## src/rtl/byte_lane_bridge.sv

```systemverilog
module byte_lane_bridge #(
  parameter int ADDR_W = 13,
  localparam int WA_W = ADDR_W - 1
) (
  input  logic              clk,
  input  logic              rst_n,
  input  logic              cfg_sel_pol,
  input  logic              cfg_trig,
  input  logic              cfg_wait,
  input  logic              h_stb,
  input  logic              h_wr,
  input  logic [ADDR_W-1:0] h_addr,
  input  logic [7:0]        h_wdata,
  output logic [7:0]        h_rdata,
  output logic              h_ready,
  output logic              m_req,
  output logic              m_we,
  output logic [WA_W-1:0]   m_addr,
  output logic [15:0]       m_wdata,
  input  logic [15:0]       m_rdata,
  input  logic              m_ack
);

  typedef enum logic [1:0] {S_IDLE, S_BUSY, S_DONE} st_t;

  st_t         st;
  logic [15:0] hold;
  logic        up_q;
  logic        upper;
  logic        fire;

  assign upper = cfg_sel_pol ? ~h_addr[0] : h_addr[0];

  always_comb begin
    if (cfg_wait) fire = h_wr ? (upper != cfg_trig) : (upper == cfg_trig);
    else          fire = (upper != cfg_trig);
  end

  assign h_ready = rst_n & (cfg_wait ? (st == S_DONE) : 1'b1);

  always_ff @(posedge clk or negedge rst_n) begin
    if (!rst_n) begin
      st      <= S_IDLE;
      hold    <= '0;
      up_q    <= 1'b0;
      m_req   <= 1'b0;
      m_we    <= 1'b0;
      m_addr  <= '0;
      m_wdata <= '0;
      h_rdata <= '0;
    end else begin
      case (st)
        S_IDLE: if (h_stb) begin
          up_q <= upper;
          if (fire) begin
            m_req   <= 1'b1;
            m_we    <= h_wr;
            m_addr  <= h_addr[ADDR_W-1:1];
            m_wdata <= upper ? {h_wdata, hold[7:0]} : {hold[15:8], h_wdata};
            st      <= S_BUSY;
          end else begin
            if (h_wr) begin
              if (upper) hold[15:8] <= h_wdata;
              else       hold[7:0]  <= h_wdata;
            end else begin
              h_rdata <= upper ? hold[15:8] : hold[7:0];
            end
            st <= S_DONE;
          end
        end
        S_BUSY: if (m_ack) begin
          m_req <= 1'b0;
          st    <= S_DONE;
          if (!m_we) begin
            hold    <= m_rdata;
            h_rdata <= up_q ? m_rdata[15:8] : m_rdata[7:0];
          end
        end
        S_DONE: if (!h_stb) st <= S_IDLE;
        default: st <= S_IDLE;
      endcase
    end
  end

endmodule

```

## config.mk

```make
export PLATFORM = sky130hd
export DESIGN_NAME = byte_lane_bridge
export DESIGN_NICKNAME = d
export VERILOG_FILES = /design/src/rtl/byte_lane_bridge.sv
export SDC_FILE = /design/constraint.sdc
export NUM_CORES = 1
export LEC_CHECK = 0
export BUFFER_PORTS_ARGS = -buffer_cell sky130_fd_sc_hd__buf_2
export CAP_MARGIN = 30
export CORE_MARGIN = 3
export CORE_UTILIZATION = 50
export DETAILED_ROUTE_END_ITERATION = 8
export HOLD_SLACK_MARGIN = 0.08
export MAX_ROUTING_LAYER = met4
export PLACE_DENSITY_LB_ADDON = 0.15
export SETUP_SLACK_MARGIN = 0.3
export SYNTH_ARGS = -nofsm -noshare
export SYNTH_HDL_FRONTEND = slang
export SYNTH_SLANG_ARGS = --single-unit
```

## constraint.sdc

```tcl
create_clock -name clk -period 2.4 [get_ports clk]
set_input_delay 0.24 -clock clk [delete_from_list [all_inputs] [get_ports clk]]
set_output_delay 0.24 -clock clk [all_outputs]
set_load 0.05 [all_outputs]
```

==> flow_summary.json <==
{
  "worstReg2RegStart": "st[0]",
  "clock-sinks": 57,
  "timing.final.ws_setup_ps": 532,
  "ios": 84,
  "die_w_um": 81.7,
  "drtIter0Drc": 116,
  "vias": 2178,
  "highest_layer": "met4",
  "drv_cap": 0,
  "ff2ff_setup_slack_ps": 530,
  "cts_resized": 0,
  "die_y_um": 81.7,
  "cts_buffers": 9,
  "syn-mean-instance-area_um2": 10.7,
  "core.rowCount": 26,
  "coreArea_mm2": 0.00530,
  "post-place-ws_ps": 469,
  "synth_compound_area_frac": 0.103,
  "clock_path_buffers": 2,
  "routed_via_density": 5.07,
  "netlist_area_mm2": 0.00286,
  "yosys_warnings": 0,
  "grt_overflow": 0,
  "clock_latency_ps": 340,
  "met3WireLength_um": 261,
  "synthAdderAreaFrac": 0,
  "synth_top_area_frac": 0.498,
  "grt.total_usage": 0.213,
  "fillCellCount": 436,
  "antenna_left": 0,
  "period_minus_slack_ps": 1870,
  "io_buffers": 83,
  "avgRoutedWirePerCell_um": 14.6,
  "grt_pass1_vias": 2180,
  "placedInstanceArea_mm2": 0.00336,
  "dieArea_mm2": 0.00667,
  "design_area_mm2": 0.00355,
  "drc_errors": 0,
  "antenna_found_initial": 0,
  "wl_met1_mm": 3.05,
  "drv_slew": 0,
  "worstReg2RegEnd": "m_wdata[0]",
  "status": "completed",
  "synth_nets": 313,
  "post-route-period-util": 0.778,
  "synth.distinct_cells": 29,
  "powerDensity_mw_per_mm2": 1490,
  "yosys.area_share.simple": 0.149,
  "syn_inst": 268,
  "synth-xor-area-share": 0.0144,
  "cts_max_level": 3,
  "hpwl_mm": 4.52,
  "start_util": 0.540,
  "area_growth_syn_to_layout_pct": 24.2,
  "yosys.area.top_type": "dfrtp_1",
  "p_leak_nw": 1.79,
  "grt_max_degree": 58,
  "antennaDiodeCount": 0,
  "critical_path.max_fanout": 22,
  "crit_required_ps": 2610,
  "final_nets": 400,
  "hold_viol": 0,
  "hp-class": "in -> async",
  "synth_area_leaders": "dfrtp_1 (50%), mux2_2 (13%), nand2_1 (10%)",
  "synth-seq-cells": 57,
  "synth.area.mux_share": 0.207,
  "drive_gt1_frac": 0.428,
  "cts-root-buf": "clkbuf_8",
  "routed_wl_mm": 6.30,
  "synth_top_family_by_area": "multiplexers",
  "rsz0062_at_grt": "no",
  "yosysSeqAreaShare": 0.498,
  "fmax_mhz": 535,
  "grt_first_pass_wirelength_mm": 10.2,
  "post_cts_buffers": 0,
  "gp_congestion": 0.862,
  "tns_ps": 0,
  "firstDrtPassIters": 4,
  "layout_common_cells": "buf_2 (83), nand2_1 (78), dfrtp_1 (57)",
  "path_clk_slew_ps": 60,
  "hold_buffers": 0,
  "route.met2.wl_mm": 2.86,
  "setup_viol": 0,
  "reg2reg_depth": 5,
  "holdWs_ps": 89.3,
  "crit_type": "reg -> reg",
  "startpoint_type": "flip-flop",
  "final_common_cell": "buf_2",
  "worstSetupEndpointType": "flip-flop",
  "peakVddDrop_mv": 0.773,
  "finClkSkew_ps": 7.62,
  "cp.arrival_ps": 2070,
  "max_slew_margin": 0.530,
  "cts_tree": "done",
  "tightest_slew_ps": 706
}
area by class of cell:
class                           instances  area, um2  share of cell area
Sequential cell                        57       1430               0.401
Multi-Input combinational cell        195       1370               0.385
Timing Repair Buffer                   91        475               0.134
Clock buffer                           14        183              0.0514
Tap cell                               70       87.6              0.0246
Inverter                                1       3.75             0.00106
Clock inverter                          2       10.0             0.00282
worst max path at each step:
stage          startpoint          end  slack [ps]  cells after the start
2_1_floorplan       st[0]      h_ready         360                      3
6_report            st[0]   m_wdata[0]         530                      5
3_5_place_dp     cfg_wait   m_wdata[0]         470                      7
5_1_grt             st[0]  m_wdata[13]         320                      5
4_1_cts             st[0]   m_wdata[0]         500                      5
3_3_place_gp     cfg_wait   m_wdata[1]         550                      7
cell families (layout without fill, tap and decap cells):
kind of cell / after synthesis / after routing
AND/OR/NAND/NOR: 97 / 97
buffers and inverters: 16 / 108
multiplexers: 53 / 53
XOR/XNOR: 3 / 3
AO/OA/AOI/OAI: 42 / 42
flip-flops: 57 / 57
critical path, cell delays in order (launching register included):
cell and delay [ps]:
dfrtp_1 490, nor2_1 310, nand3_2 410, buf_4 360
nand2_1 80, o21ai_0 80
flip-flops by register name (all words and copies together) (netlist names):
register and cells:
m_req 1, up_q 1, m_we 1, m_wdata 16
st 2, hold 16, h_rdata 8, m_addr 12
per-stage QoR:
step | std cells | utilization | power [mW]
after CTS | 430 | 0.670 | 5.32
final | 430 | 0.670 | 5.28
after floorplan | 268 | - | 3.81
after detailed placement | 414 | 0.634 | 4.46
after global placement | 414 | 0.634 | 4.41
after global routing | 430 | 0.670 | 5.59
cells in the mapped netlist (all sizes together):
library cell   n
buf            7
nand3          1
mux2i         16
mux2          37
xnor2          1
inv            1
a211oi         8
o211ai         2
nor2           2
a31oi          9
clkbuf         8
a21boi         2
nor3           1
and2b          1
nor2b         11
nand2b         3
o21ai         19
xnor3          1
nand2         78
xor2           1
dfrtp         57
a21oi          2
power by group:
part	switching, mW	internal, mW	leakage [nW]	total [mW]
combinational	1.84	0.833	0.989	2.67
clock	0.365	0.484	0.102	0.850
sequential	0.315	1.44	0.694	1.75
total	2.52	2.76	1.79	5.28
layer usage:
layer | vias to the layer above | global-route usage
li1 | 1094 | -
met1 | 1021 | 0.286
met2 | 53 | 0.320
met3 | 10 | 0.0340
met4 | 0 | 0.0963
met5 | - | -
No activity file was read; power rests on OpenSTA's default activity.
